`src/rtl/gdac_pkg.sv`:
```
package gdac_pkg;

    localparam int TGT_W = 4;

    typedef enum logic [TGT_W-1:0] {
        TGT_FINE_IN       = 4'd0,
        TGT_FINE_THRU     = 4'd1,
        TGT_FINE_CAL      = 4'd2,
        TGT_FINE_CAL_THRU = 4'd3,
        TGT_HI_IN         = 4'd4,
        TGT_HI_THRU       = 4'd5,
        TGT_LO_IN         = 4'd6,
        TGT_LO_THRU       = 4'd7,
        TGT_LOAD          = 4'd8
    } tgt_e;

    typedef enum logic [1:0] {
        CAL_IDLE = 2'd0,
        CAL_REQ  = 2'd1,
        CAL_WAIT = 2'd2
    } cal_st_e;

    typedef struct packed {
        logic fine_in;
        logic fine_out;
        logic fine_cal;
        logic hi_in;
        logic hi_out;
        logic hi_arm;
        logic lo_in;
        logic lo_out;
        logic lo_arm;
    } wr_strb_t;

endpackage

```
`src/rtl/gdac_wr_decode.sv`:
```
module gdac_wr_decode
    import gdac_pkg::*;
#(
    parameter int NCH  = 2,
    parameter int CH_W = 1
) (
    input  logic                 wr_valid,
    input  logic [TGT_W-1:0]     wr_target,
    input  logic [CH_W-1:0]      wr_chan,
    output wr_strb_t [NCH-1:0]   chan_strb,
    output logic                 load_all
);

    wr_strb_t sel;

    always_comb begin
        sel      = '0;
        load_all = 1'b0;
        if (wr_valid) begin
            unique case (tgt_e'(wr_target))
                TGT_FINE_IN: begin
                    sel.fine_in = 1'b1;
                end
                TGT_FINE_THRU: begin
                    sel.fine_in  = 1'b1;
                    sel.fine_out = 1'b1;
                end
                TGT_FINE_CAL: begin
                    sel.fine_in  = 1'b1;
                    sel.fine_cal = 1'b1;
                end
                TGT_FINE_CAL_THRU: begin
                    sel.fine_in  = 1'b1;
                    sel.fine_out = 1'b1;
                    sel.fine_cal = 1'b1;
                end
                TGT_HI_IN: begin
                    sel.hi_in  = 1'b1;
                    sel.hi_arm = 1'b1;
                end
                TGT_HI_THRU: begin
                    sel.hi_in  = 1'b1;
                    sel.hi_out = 1'b1;
                end
                TGT_LO_IN: begin
                    sel.lo_in  = 1'b1;
                    sel.lo_arm = 1'b1;
                end
                TGT_LO_THRU: begin
                    sel.lo_in  = 1'b1;
                    sel.lo_out = 1'b1;
                end
                TGT_LOAD: begin
                    load_all = 1'b1;
                end
                default: begin
                    sel = '0;
                end
            endcase
        end
    end

    for (genvar i = 0; i < NCH; i++) begin : g_route
        assign chan_strb[i] = (wr_chan == CH_W'(i)) ? sel : '0;
    end

endmodule

```
`src/rtl/gdac_cal_fsm.sv`:
```
module gdac_cal_fsm
    import gdac_pkg::*;
(
    input  logic clk,
    input  logic rst_n,
    input  logic start,
    input  logic cal_done,
    output logic cal_req,
    output logic busy,
    output logic idle
);

    cal_st_e st_q, st_nxt;

    always_ff @(posedge clk or negedge rst_n) begin
        if (!rst_n) begin
            st_q <= CAL_IDLE;
        end else begin
            st_q <= st_nxt;
        end
    end

    always_comb begin
        st_nxt  = st_q;
        cal_req = 1'b0;
        busy    = 1'b0;
        idle    = 1'b0;
        unique case (st_q)
            CAL_IDLE: begin
                idle = 1'b1;
                if (start) begin
                    st_nxt = CAL_REQ;
                end
            end
            CAL_REQ: begin
                cal_req = 1'b1;
                busy    = 1'b1;
                st_nxt  = CAL_WAIT;
            end
            CAL_WAIT: begin
                busy = 1'b1;
                if (cal_done) begin
                    st_nxt = CAL_IDLE;
                end
            end
            default: begin
                st_nxt = CAL_IDLE;
            end
        endcase
    end

endmodule

```
`src/rtl/gdac_code_reg.sv`:
```
module gdac_code_reg #(
    parameter int W        = 8,
    parameter bit HAS_FLAG = 1'b1,
    parameter bit FLAG_RST = 1'b0
) (
    input  logic         clk,
    input  logic         rst_n,
    input  logic [W-1:0] wr_code,
    input  logic         in_we,
    input  logic         out_we,
    input  logic         copy,
    input  logic         arm_we,
    input  logic         wr_flag,
    input  logic         consume,
    output logic [W-1:0] code,
    output logic         flag
);

    logic [W-1:0] stage_q;
    logic [W-1:0] live_q;

    always_ff @(posedge clk or negedge rst_n) begin
        if (!rst_n) begin
            stage_q <= '0;
            live_q  <= '0;
        end else begin
            if (in_we) begin
                stage_q <= wr_code;
            end
            if (out_we) begin
                live_q <= wr_code;
            end else if (copy) begin
                live_q <= stage_q;
            end
        end
    end

    assign code = live_q;

    if (HAS_FLAG) begin : g_flag
        logic flag_q;
        always_ff @(posedge clk or negedge rst_n) begin
            if (!rst_n) begin
                flag_q <= FLAG_RST;
            end else if (arm_we) begin
                flag_q <= wr_flag;
            end else if (consume) begin
                flag_q <= 1'b0;
            end
        end
        assign flag = flag_q;
    end else begin : g_noflag
        logic unused_flag_in;
        assign unused_flag_in = arm_we ^ wr_flag ^ consume;
        assign flag = 1'b0;
    end

endmodule

```
`src/rtl/gdac_chan.sv`:
```
module gdac_chan
    import gdac_pkg::*;
#(
    parameter int FINE_W   = 10,
    parameter int COARSE_W = 8
) (
    input  logic                clk,
    input  logic                rst_n,
    input  wr_strb_t            strb,
    input  logic                load_all,
    input  logic [FINE_W-1:0]   wr_fine,
    input  logic [COARSE_W-1:0] wr_coarse,
    input  logic                wr_flag,
    input  logic                cal_done,
    output logic [FINE_W-1:0]   fine_code,
    output logic [COARSE_W-1:0] hi_code,
    output logic [COARSE_W-1:0] lo_code,
    output logic                cal_req,
    output logic                busy
);

    logic idle;
    logic load_pend_q;
    logic do_copy;
    logic arm_cal;
    logic start;
    logic hi_flag;
    logic lo_flag;
    logic unused_fine_flag;

    assign do_copy = idle & (load_all | load_pend_q);
    assign arm_cal = do_copy & (hi_flag | lo_flag);
    assign start   = strb.fine_cal
                   | ((strb.hi_out | strb.lo_out) & wr_flag)
                   | arm_cal;

    always_ff @(posedge clk or negedge rst_n) begin
        if (!rst_n) begin
            load_pend_q <= 1'b0;
        end else if (load_all && !idle) begin
            load_pend_q <= 1'b1;
        end else if (do_copy) begin
            load_pend_q <= 1'b0;
        end
    end

    gdac_code_reg #(.W(FINE_W), .HAS_FLAG(1'b0), .FLAG_RST(1'b0)) u_fine (
        .clk     (clk),
        .rst_n   (rst_n),
        .wr_code (wr_fine),
        .in_we   (strb.fine_in),
        .out_we  (strb.fine_out),
        .copy    (do_copy),
        .arm_we  (1'b0),
        .wr_flag (1'b0),
        .consume (1'b0),
        .code    (fine_code),
        .flag    (unused_fine_flag)
    );

    gdac_code_reg #(.W(COARSE_W), .HAS_FLAG(1'b1), .FLAG_RST(1'b0)) u_hi (
        .clk     (clk),
        .rst_n   (rst_n),
        .wr_code (wr_coarse),
        .in_we   (strb.hi_in),
        .out_we  (strb.hi_out),
        .copy    (do_copy),
        .arm_we  (strb.hi_arm),
        .wr_flag (wr_flag),
        .consume (arm_cal),
        .code    (hi_code),
        .flag    (hi_flag)
    );

    gdac_code_reg #(.W(COARSE_W), .HAS_FLAG(1'b1), .FLAG_RST(1'b1)) u_lo (
        .clk     (clk),
        .rst_n   (rst_n),
        .wr_code (wr_coarse),
        .in_we   (strb.lo_in),
        .out_we  (strb.lo_out),
        .copy    (do_copy),
        .arm_we  (strb.lo_arm),
        .wr_flag (wr_flag),
        .consume (arm_cal),
        .code    (lo_code),
        .flag    (lo_flag)
    );

    gdac_cal_fsm u_fsm (
        .clk      (clk),
        .rst_n    (rst_n),
        .start    (start),
        .cal_done (cal_done),
        .cal_req  (cal_req),
        .busy     (busy),
        .idle     (idle)
    );

endmodule

```
`src/rtl/gdac_code_bank.sv`:
```
module gdac_code_bank
    import gdac_pkg::*;
#(
    parameter int NCH      = 2,
    parameter int FINE_W   = 10,
    parameter int COARSE_W = 8,
    parameter int DATA_W   = 16,
    parameter int CH_W     = (NCH > 1) ? $clog2(NCH) : 1
) (
    input  logic                    clk,
    input  logic                    rst_n,
    input  logic                    wr_valid,
    input  logic [TGT_W-1:0]        wr_target,
    input  logic [CH_W-1:0]         wr_chan,
    input  logic [DATA_W-1:0]       wr_data,
    input  logic [NCH-1:0]          cal_done,
    output logic [NCH*FINE_W-1:0]   fine_code,
    output logic [NCH*COARSE_W-1:0] hi_code,
    output logic [NCH*COARSE_W-1:0] lo_code,
    output logic [NCH-1:0]          cal_req,
    output logic [NCH-1:0]          busy
);

    localparam int CAL_BIT = DATA_W - 1;

    wr_strb_t [NCH-1:0] chan_strb;
    logic               load_all;
    logic               unused_data;

    assign unused_data = ^wr_data[CAL_BIT-1:FINE_W];

    gdac_wr_decode #(.NCH(NCH), .CH_W(CH_W)) u_dec (
        .wr_valid  (wr_valid),
        .wr_target (wr_target),
        .wr_chan   (wr_chan),
        .chan_strb (chan_strb),
        .load_all  (load_all)
    );

    for (genvar i = 0; i < NCH; i++) begin : g_chan
        gdac_chan #(.FINE_W(FINE_W), .COARSE_W(COARSE_W)) u_chan (
            .clk       (clk),
            .rst_n     (rst_n),
            .strb      (chan_strb[i]),
            .load_all  (load_all),
            .wr_fine   (wr_data[FINE_W-1:0]),
            .wr_coarse (wr_data[COARSE_W-1:0]),
            .wr_flag   (wr_data[CAL_BIT]),
            .cal_done  (cal_done[i]),
            .fine_code (fine_code[i*FINE_W +: FINE_W]),
            .hi_code   (hi_code[i*COARSE_W +: COARSE_W]),
            .lo_code   (lo_code[i*COARSE_W +: COARSE_W]),
            .cal_req   (cal_req[i]),
            .busy      (busy[i])
        );
    end

endmodule

```
`config.mk`:
```
export PLATFORM = sky130hd
export DESIGN_NAME = gdac_code_bank
export DESIGN_NICKNAME = d
export VERILOG_FILES = /design/src/rtl/gdac_pkg.sv /design/src/rtl/gdac_wr_decode.sv /design/src/rtl/gdac_cal_fsm.sv /design/src/rtl/gdac_code_reg.sv /design/src/rtl/gdac_chan.sv /design/src/rtl/gdac_code_bank.sv
export SDC_FILE = /design/constraint.sdc
export NUM_CORES = 1
export LEC_CHECK = 0
export BUFFER_PORTS_ARGS = -buffer_cell sky130_fd_sc_hd__buf_2
export CAP_MARGIN = 20
export CORE_ASPECT_RATIO = 1.25
export CORE_MARGIN = 10
export CORE_UTILIZATION = 45
export CTS_BUF_LIST = sky130_fd_sc_hd__clkbuf_16
export DETAILED_ROUTE_END_ITERATION = 10
export PLACE_DENSITY = 0.78
export SLEW_MARGIN = 20
export SYNTH_ARGS = -nofsm -noshare
export SYNTH_HDL_FRONTEND = slang
export SYNTH_HIERARCHICAL = 1
export SYNTH_SLANG_ARGS = --single-unit
```
`constraint.sdc`:
```
create_clock -name clk -period 3.3 [get_ports clk]
set_input_delay 0.33 -clock clk [delete_from_list [all_inputs] [get_ports clk]]
set_output_delay 0.33 -clock clk [all_outputs]
set_load 0.05 [all_outputs]
```
# Word-level counts from Yosys, hierarchy flattened
# Cells that the tools add are included.
[classes] n_eq_ne=16 mux=48 bitwise_logic=16 n_reduce_logical=28
[op_table] op="$mux 8" count=8
[op_table] op="$mux 10" count=4
[op_table] op="$mux 1" count=27
[op_table] op="$mux 9" count=3
[op_table] op="$reduce_bool 2->1" count=12
[op_table] op="$eq 4x3->1 const B" count=4
[op_table] op="$pmux 2 s3" count=2
[op_table] op="$reduce_or 2->1" count=6
[op_table] op="$or 1x1->1" count=10
[op_table] op="$eq 4x2->1 const B" count=2
[op_table] op="$mux 2" count=4
[op_table] op="$and 1x1->1" count=6
[op_table] op="$eq 2x1->1 const B" count=2
[op_table] op="$eq 2x2->1 const B" count=2
[op_table] op="$eq 4x1->1 const B" count=1
[op_table] op="$eq 4x4->1 const B" count=1
[op_table] op="$logic_not 2->1" count=2
[op_table] op="$logic_not 4->1" count=1
[op_table] op="$ne 2x1->1 const B" count=2
[op_table] op="$ne 2x2->1 const B" count=2
[op_table] op="$reduce_and 2->1" count=2
[op_table] op="$reduce_or 4->1" count=1
[op_table] op="$logic_and 1x1->1" count=2
[op_table] op="$logic_not 1->1" count=2
[word_totals] reg_bits=114 in_bits=26 output_inout_bits=56 elab_cells=128

# Depth between registers and ports, before layout
# Gate-level depths: netlist of the first run.
[logic_depth] depth_word=11 ltp_mapped=8 mapped_depth_nobuf=7

# Modules after synthesis
# The synthesis of the first run kept the hierarchy.
[modules_own_cells] mod="gdac_code_reg (g_chan[0].u_chan.u_fine ...)" instances=2 cells_each=66 area_each_um2=885.8 seq_area_each_um2=500.5
[modules_own_cells] mod="gdac_code_reg (g_chan[0].u_chan.u_lo ...)" instances=2 cells_each=54 area_each_um2=743.2 seq_area_each_um2=426.7
[modules_own_cells] mod="gdac_code_reg (g_chan[0].u_chan.u_hi ...)" instances=2 cells_each=54 area_each_um2=742.0 seq_area_each_um2=425.4
[modules_own_cells] mod="gdac_cal_fsm" instances=2 cells_each=13 area_each_um2=148.9 seq_area_each_um2=50.0
[modules_own_cells] mod="gdac_wr_decode" instances=1 cells_each=29 area_each_um2=160.2 seq_area_each_um2=0.0
[modules_own_cells] mod="gdac_chan" instances=2 cells_each=8 area_each_um2=67.6 seq_area_each_um2=25.0

# Least setup slack after synthesis of the first run
# Ideal clock, no wire load.
[synth_timing] kind="input port to flip-flop" start="input wr_target[3]" end="register g_chan[0].u_chan.u_fsm.st_q[1]" setup_time_ps=125 t_arrival_ps=1916 required_ps=3175 setup_slack_ps=1259 stages=8 path_buffers=1 path_cell_list="or3b_1 buf_2 nor2_1 o21ai_0 or3b_1 inv_1 a21oi_2 mux2_4"
[synth_rtl] element="start: declaration" line="gdac_code_bank.sv:13" source="input logic [TGT_W-1:0] wr_target,"
[synth_rtl] element="end signal: assignment" line="gdac_cal_fsm.sv:19" source="st_q <= st_nxt;"
[synth_rtl] element="end: declaration" line="gdac_cal_fsm.sv:13" source="cal_st_e st_q, st_nxt;"

# Worst setup path in the final report of the first run
[layout_timing] start="input wr_target[2]" end="register g_chan[0].u_chan.u_hi.live_q[5]"
[layout_via] elab_chain_len=6 elab_cells_between_ends=11 cone_classes="eq/ne (2); mux (6); bitwise (2); reduce/logical (1)"
[layout_lines] element="$eq 4x4->1" line="gdac_wr_decode.sv:20" source="unique case (tgt_e'(wr_target))"
[layout_lines] element="$mux 1" line="gdac_wr_decode.sv:20"
[layout_lines] element="$mux 1" line="gdac_wr_decode.sv:19" source="if (wr_valid) begin"
[layout_lines] element="via load_all" line="gdac_code_bank.sv:27" source="logic load_all;"
[layout_lines] element="$or 1x1->1" line="gdac_chan.sv:31" source="assign do_copy = idle & (load_all | load_pend_q);"
[layout_lines] element="$and 1x1->1" line="gdac_chan.sv:31"
[layout_lines] element="via g_chan[0].u_chan.do_copy" line="gdac_chan.sv:24" source="logic do_copy;"
[layout_lines] element="$reduce_bool 2->1 (no line)"
[layout_lines] element="end signal: assignment" line="gdac_code_reg.sv:31" source="live_q <= wr_code;"
[layout_lines] element="end signal: assignment" line="gdac_code_reg.sv:33" source="live_q <= stage_q;"
[layout_lines] element="end: declaration" line="gdac_code_reg.sv:20" source="logic [W-1:0] live_q;"
# The timed path passes the listed nets, and every way through them passes these cells.
# A chain may end at the register's enable or synchronous reset.

==> results.txt, run 1 <==
The total global routing overflow is 0. The area of the mapped netlist is 5310 um2. Fill cells in the final layout number 923. The clock net in this run drives a total of 114 sinks. The maximum number of buffers from clock root to sink came out at 2.

IR analysis of the VDD net gives a maximum drop of 0.478 mV. Measured along the x axis, the die boundary spans 117 um. The post-placement setup slack is about 1 ns. The worst setup path is captured at a register. Walking the worst path, the cells encountered are buf_2 -> nor4_1 -> nor2_1 -> nor2b_4 -> buf_4 -> mux2i_1 -> o21ai_1. After technology mapping, the gate count stands at 413. The hold slack is -0.00472 ns. The count of nets after finishing came out at 530. The total number of vias came out at 3408. The initial antenna violation count came to 1. The number of placed instances, taps included is between 600 and 700.

The total die area came out at 16600 um2. The clock transition at the registers of the reported paths is 0.05 ns. In the routed layout, each cell is associated on average with a via count of 5.25. TritonCTS built the clock tree.

The total chip power came out at 0.00667 W. The aggregate routed wire length came out at 11.7 mm. The critical path starts at wr_target[2]. The average size of a mapped cell came out at 12.8 um2. The flow ran to the end, but the final reports show violations. The worst setup path is of the primary input to register kind. The count of final hold-check violations came out at 2.

The number of H-tree levels is 4. At the pin with the least slew margin, the transition time is 0.961 ns. STA classifies the critical path startpoint as a primary input. The most common cell after layout, fill and taps aside is sky130_fd_sc_hd__dfrtp_1.

Of all nets on the critical path, the largest fanout is 26. The first global-routing pass estimated 18.7 mm of wire. The power per unit of standard cell area is around 1000 nW/um2. The area inside the core boundary is 11600 um2. The aggregate global-route resource usage is 0.145. Setup repair after global routing left no endpoint under its margin. 0 antenna diodes ended up in the layout. Of the cells placed in the final design, the portion with a size suffix greater than 1 is 0.358. The area growth from synthesis to final layout came out at 21.0%. Across the run, the number of max-cap violations was 0. The largest individual stage delay along the critical path comes from the cell sky130_fd_sc_hd__nor4_1. The leakage power summed over all cells came out at 2.88 nW. The number of buffers added on ports came out at 76. STA puts the critical path data arrival time at 2.26 ns. For this design, the CTS-stage hold fixing added 0 buffers. Across all setup checks in the final design, the least slack found is 1.31 ns. The number of gates resized after cts came out at 0. The tree is rooted in a sky130_fd_sc_hd__clkbuf_16. The die boundary height is roughly 140 um. On the worst path, the slowest cell contributes a delay of around 0.6 ns. The number of detailed-routing iterations run before antenna repair is 5. The detailed placer's ending HPWL is 7.68 mm. The number of setup violations in the final report is 0. The total stage count of the critical path came out at 7. The number of core rows came out at 44. The worst register-to-register path begins at g_chan[0].u_chan/u_fsm/st_q[0]. For this configuration, the core starts out at a cell density of 0.459. The via count of the first global-routing pass came out at 3418. The number of cells in the finished layout apart from fillers came out at 649. Routability-driven placement finished with a final weighted congestion of 0.762.

Clock tree synthesis inserted a total of 17 buffers. In the final routed layout, each cell accounts on average for 18.1 um. Together, buffers and inverters on the worst path number 2. The maximum frequency from static timing analysis came out at 503 MHz. The total count of max-transition violations in the final report is 0. The first-iteration detailed-routing DRC count is 236. Headroom to the max-slew limit came out at 0.357. Counting every net in the synthesized netlist gives around 450. The pin count of the biggest net entering global routing is 115. The final critical-path required period is 1.99 ns. Broken down by cell family, the worst path's largest delay share belongs to simple AND/OR/NAND/NOR gates. Measured in cells, the most critical reg-to-reg path has a length of 6. The count of warnings emitted by yosys is 6. The detail route stage leaves a number of antenna-violating nets equal to 0. The checks that failed: negative hold slack. 82 I/O pins were placed. For the worst setup path, the data required time is roughly 3.6 ns. The number of remaining DRC errors came out at 0.

Setup total negative slack on the finished layout was measured at 0 ns. The number of setup buffers added after CTS is 0. The final period utilization came out at 0.602.

The clock latency reported for the late side of the worst-skew pair came out at 0.40 ns. The path class of the tightest hold or removal check is primary input to async pin. The worst-case clock skew came out at 0.00516 ns. The top cell types in the final layout, fill and taps aside, are sky130_fd_sc_hd__dfrtp_1 (112), sky130_fd_sc_hd__buf_2 (75), sky130_fd_sc_hd__mux2_4 (54), sky130_fd_sc_hd__nand2_1 (54), sky130_fd_sc_hd__mux2i_1 (52).
==> worst reg2reg max path: stages (launching register included) <==
cell and delay, ns:
sky130_fd_sc_hd__dfrtp_1 0.38, sky130_fd_sc_hd__inv_1 0.10, sky130_fd_sc_hd__ha_1 0.26, sky130_fd_sc_hd__nor2b_4 0.17
sky130_fd_sc_hd__buf_4 0.40, sky130_fd_sc_hd__mux2i_1 0.30, sky130_fd_sc_hd__o21ai_1 0.10
==> area by class of cell <==
type	count	area (um2)	area share
clock inverters	15	221	0.0345
multi-input cells	270	2230	0.347
inverters	6	22.5	0.00351
well taps	138	173	0.0269
clock buffers	17	425	0.0663
repair buffers	89	493	0.0768
flip-flops and latches	114	2860	0.445
==> flip-flops by register name (all words and copies together), names as in the netlist <==
register	count
g_chan.u_chan/load_pend_q	2
g_chan.u_chan/u_fine/code	20
g_chan.u_chan/u_fine/stage_q	20
g_chan.u_chan/u_fsm/st_q	4
g_chan.u_chan/u_hi/code	16
g_chan.u_chan/u_hi/flag	2
g_chan.u_chan/u_hi/stage_q	16
g_chan.u_chan/u_lo/code	16
g_chan.u_chan/u_lo/flag	2
g_chan.u_chan/u_lo/stage_q	16
==> worst paths after layout <==
| kind | end | slack [ns] |
|---|---|---|
| worst max-delay path | g_chan[0].u_chan/u_hi/code[5] | 1.31 |
| worst min-delay path | g_chan[0].u_chan/u_lo/stage_q[4] | -0.005 |
| worst max register to register | g_chan[0].u_chan/u_hi/code[5] | 1.46 |
| worst min register to register | g_chan[1].u_chan/u_hi/flag | 0.50 |
| max in group asynchronous | g_chan[1].u_chan/u_hi/code[6] | 2.85 |
| min in group clk | g_chan[1].u_chan/u_fine/code[9] | 0.20 |
==> layer usage <==
metal,share of wire,global-route usage
met5,0.0011,0
met4,0.015,0.0476
met3,0.067,0.0612
met2,0.49,0.229
met1,0.42,0.175
==> per-stage QoR <==
step	instance area, um2	utilization
CTS	6420	0.555
detailed placement	5770	0.499
floorplan	5310	-
finish	6420	0.555
global route	6420	0.555
global placement	5770	0.499
==> where the power goes <==
part	total, W	switching (W)	leakage (nW)	internal [W]
sequential	0.00219	0.000295	1.41	0.00190
clock	0.00201	0.000612	0.322	0.00140
combinational	0.00247	0.00175	1.15	0.000722
total	0.00667	0.00266	2.88	0.00401
No activity file was read; power rests on OpenSTA's default activity.
==> run 2, diff against run 1 <==
--- a/config.mk
+++ b/config.mk
@@ -12,7 +12,7 @@
 export CORE_UTILIZATION = 45
 export CTS_BUF_LIST = sky130_fd_sc_hd__clkbuf_16
 export DETAILED_ROUTE_END_ITERATION = 10
-export PLACE_DENSITY = 0.78
+export PLACE_DENSITY = 0.8
 export SLEW_MARGIN = 20
 export SYNTH_ARGS = -nofsm -noshare
 export SYNTH_HDL_FRONTEND = slang
==> constraint.sdc (replaced) <==
create_clock -name clk -period 1.6 [get_ports clk]
set_input_delay 0.16 -clock clk [delete_from_list [all_inputs] [get_ports clk]]
set_output_delay 0.16 -clock clk [all_outputs]
set_load 0.05 [all_outputs]
==> results.txt, run 2 (synthesized netlist as in run 1, its figures left out) <==
The total chip power is 0.0136 W (+100%). The total number of vias came out at 3699 (+8.5%). Setup repair after global routing could not meet its margin everywhere. In this run the critical register-to-register path is captured at g_chan[0].u_chan/u_fsm/st_q[1]. The pin count of the biggest net entering global routing is 46 (-60%). TritonCTS built the clock tree. The part of the total power dissipated in sequential elements is 0.332 (+0.004). The number of sinks driven by the clock tree is 114 (unchanged).

Leaving out fill and tap cells, the most frequent cell in the layout is sky130_fd_sc_hd__dfrtp_1. The run finished, with violations left. Dividing the final minimum period by the clock period gives 1.04.

The worst-case clock skew came out at 0.00458 ns (-0.000587 ns). The number of core rows came out at 44 (unchanged). The worst register-to-register path begins at g_chan[0].u_chan/u_fsm/st_q[1]. The number of remaining DRC errors came out at 0 (unchanged).

The number of nets with antenna violations after routing is 0 (unchanged). The count of nets after finishing was 569 (+7.4%). The via count of the first global-routing pass came out at 3931 (+15%). The final standard cell utilization of the core came out at 0.592 (+0.0369). The placer congestion estimate came to 0.807 (+5.9%). The power share of the combinational group came out at 0.410 (+0.039). The count of boundary I/O pins came out at 82 (unchanged). The clock latency reported for the late side of the worst-skew pair is 0.42 ns (+0.02 ns). The count of final hold-check violations was 0 (-2). The post-placement setup slack came out at -0.260 ns (-1.26 ns).

The worst hold path cell count is 3. The switching power summed over all nets was 0.00566 W (+110%). The worst setup path is captured at a register. The clock transition at the registers of the reported paths was 0.05 ns (about the same).

The checks that failed: negative setup slack. The fraction of power consumed by the clock network came out at 0.257 (-0.044). The maximum number of buffers from clock root to sink is 2 (unchanged). The proportion of total power due to net switching is 0.415 (+0.0167). The number of violations of the max-capacitance limit is 0 (unchanged).

The number of H-tree levels came to 4 (unchanged). The largest fanout on the critical path is 5 (-81%). The number of buffers created by CTS is 17 (unchanged). The worst hold path belongs to the class primary input to register. The initial antenna violation count is 3 (+2). The wire length of the first global-routing pass was 20.8 mm (+12%). The layout cell share with drive strength beyond 1 is 0.442 (+0.0837). The first-iteration detailed-routing DRC count came to 163 (-31%). The detailed placer's ending HPWL came out at 8.82 mm (+15%). The storage element area came out at 2860 um2 (unchanged). The aggregate routed wire length was 13.2 mm (+13%).

The starting utilization of the core area came out at 0.459 (unchanged). The die boundary width was 117 um (unchanged). The total area of multi-input combinational cells came to 2350 um2 (+5.4%). The total count of max-transition violations in the final report came to 0 (unchanged). The number of detailed-routing iterations run before antenna repair is 4 (-1). After layout, the minimum clock period comes to 1.67 ns. The setup TNS after final layout was -0.230 ns (-0.230 ns). The required time of the worst setup path came out at 1.90 ns (-1.68 ns).

The critical path in this run is classified as register to register. The cell sitting at the root of the clock tree is a sky130_fd_sc_hd__clkbuf_16. The aggregate global-route resource usage was 0.162 (+0.0170).

The logic depth of the worst register-to-register path is 7 (+1). The kind of start point of the critical path is a register. The count of filler cells inserted in the layout is 845 (-8.5%).

The worst-case setup margin in the final layout came to -0.0715 ns (-1.38 ns). The internal power contribution came out at 0.00797 W (+99%). The area inside the core boundary came out at 11600 um2 (unchanged). Leaving out fill and tap cells, the most frequent cells in the layout are sky130_fd_sc_hd__dfrtp_1 (112), sky130_fd_sc_hd__buf_2 (73), sky130_fd_sc_hd__mux2_4 (54), sky130_fd_sc_hd__nand2_1 (54), sky130_fd_sc_hd__o21ai_1 (51). The number of buffers added on ports came out at 76 (unchanged). The maximum frequency from static timing analysis is 598 MHz. The die boundary height is 141 um (unchanged).

The actual slew at the worst max-slew pin came out at 0.461 ns (-0.500 ns). The area growth from synthesis to final layout is 29.0%. The origin of the worst min-delay path is wr_data[9]. The total global routing overflow was 0 (unchanged). The critical path data arrival time came out at 1.97 ns (-0.29 ns). The setup slack of the most critical reg-to-reg path came out at -0.07 ns (-1.53 ns). The number of placed instances, taps included came out at 643 (+4.2%). The endpoint with the worst hold slack is g_chan[0].u_chan/u_fine/code[9]. The number of cells in the finished layout apart from fillers came out at 689 (+6.2%). The power per unit of standard cell area came to 1990 nW/um2 (+91%). The worst-case vdd ir drop came out at 0.891 mV (+87%).

The leakage power summed over all cells came to 3.07 nW (+6.4%). The average wire length per cell after detail routing came out at 19.2 um (+6.1%). The worst slew margin relative to its limit is 0.693 (+0.336). The post-detailed-route via-to-cell ratio is 5.37 (+2.2%). The total die area came out at 16600 um2 (unchanged). The number of setup violations in the final report is 8 (+8).
## run 2: cell types whose count changed in the layout (fill, tap and decap cells not counted), moves of 3 or more
cell and change:
sky130_fd_sc_hd__buf_12 +4, sky130_fd_sc_hd__buf_4 +30, sky130_fd_sc_hd__buf_8 +3, sky130_fd_sc_hd__bufinv_16 -4, sky130_fd_sc_hd__clkinv_2 +4, sky130_fd_sc_hd__ha_1 -4
sky130_fd_sc_hd__ha_4 +4, sky130_fd_sc_hd__inv_1 -6, sky130_fd_sc_hd__inv_2 +6, sky130_fd_sc_hd__mux2i_1 -3, sky130_fd_sc_hd__mux2i_2 +3, sky130_fd_sc_hd__nor2_1 -4
sky130_fd_sc_hd__nor2_4 +4
## run 2: layer usage
layer,GRT usage,share of wire
met5,0,0.0018
met4,0.0795,0.029
met3,0.0616,0.071
met2,0.261,0.49
met1,0.184,0.40
## run 2: repair_timing
action	in CTS	in global routing
hold buffers	1	0
gates cloned	0	2
setup buffers	4	6
setup endpoints to repair	22	24
resized for setup	13	14
hold endpoints to repair	30	0
pin swaps	1	3
## run 2: worst max-delay path, stage by stage (launching register included)
cell and delay [ns]:
sky130_fd_sc_hd__dfrtp_1 0.36, sky130_fd_sc_hd__inv_2 0.06, sky130_fd_sc_hd__ha_4 0.17, sky130_fd_sc_hd__o221a_1 0.13, sky130_fd_sc_hd__or3b_4 0.38, sky130_fd_sc_hd__inv_2 0.09, sky130_fd_sc_hd__a21oi_2 0.06, sky130_fd_sc_hd__mux2_4 0.29
## run 2: per-stage QoR
stage / hold slack (ns) / cell area [um2]
final: 0.0212 / 6850
after global routing: 0.0240 / 6840
after CTS: 0.00999 / 6700
after detailed placement: 0.144 / 6070
after global placement: 0.141 / 6070
after floorplan: -0.136 / 5380
## run 2: area by class of cell
class	count	area share
antenna	1	0.000366
inverter	6	0.00329
multi-input combinational	270	0.343
tap	138	0.0252
timing repair buffer	128	0.130
sequential	114	0.417
clock inverter	15	0.0185
clock buffer	17	0.0621
## run 2: power groups by stage
stage | clock, W | combinational (W) | sequential (W)
4_1_cts | 0.00354 | 0.00548 | 0.00451
3_3_place_gp | 0 | 0.00524 | 0.00448
2_1_floorplan | 0 | 0.00168 | 0.00671
3_5_place_dp | 0 | 0.00535 | 0.00452
5_1_grt | 0.00369 | 0.00591 | 0.00464
6_report | 0.00351 | 0.00559 | 0.00453
## run 2: how the worst max path moves through the flow
stage / start / endpoint
final: g_chan[0].u_chan/u_fsm/st_q[1] / g_chan[0].u_chan/u_fsm/st_q[1]
after floorplan: wr_target[3] / g_chan[0].u_chan/u_fsm/st_q[1]
after global routing: g_chan[0].u_chan/u_fsm/st_q[0] / g_chan[0].u_chan/u_fsm/st_q[1]
after detailed placement: wr_target[3] / g_chan[0].u_chan/u_fsm/st_q[1]
after CTS: g_chan[1].u_chan/u_fsm/st_q[1] / g_chan[1].u_chan/u_fsm/st_q[1]
after global placement: wr_target[3] / g_chan[0].u_chan/u_hi/stage_q[4]
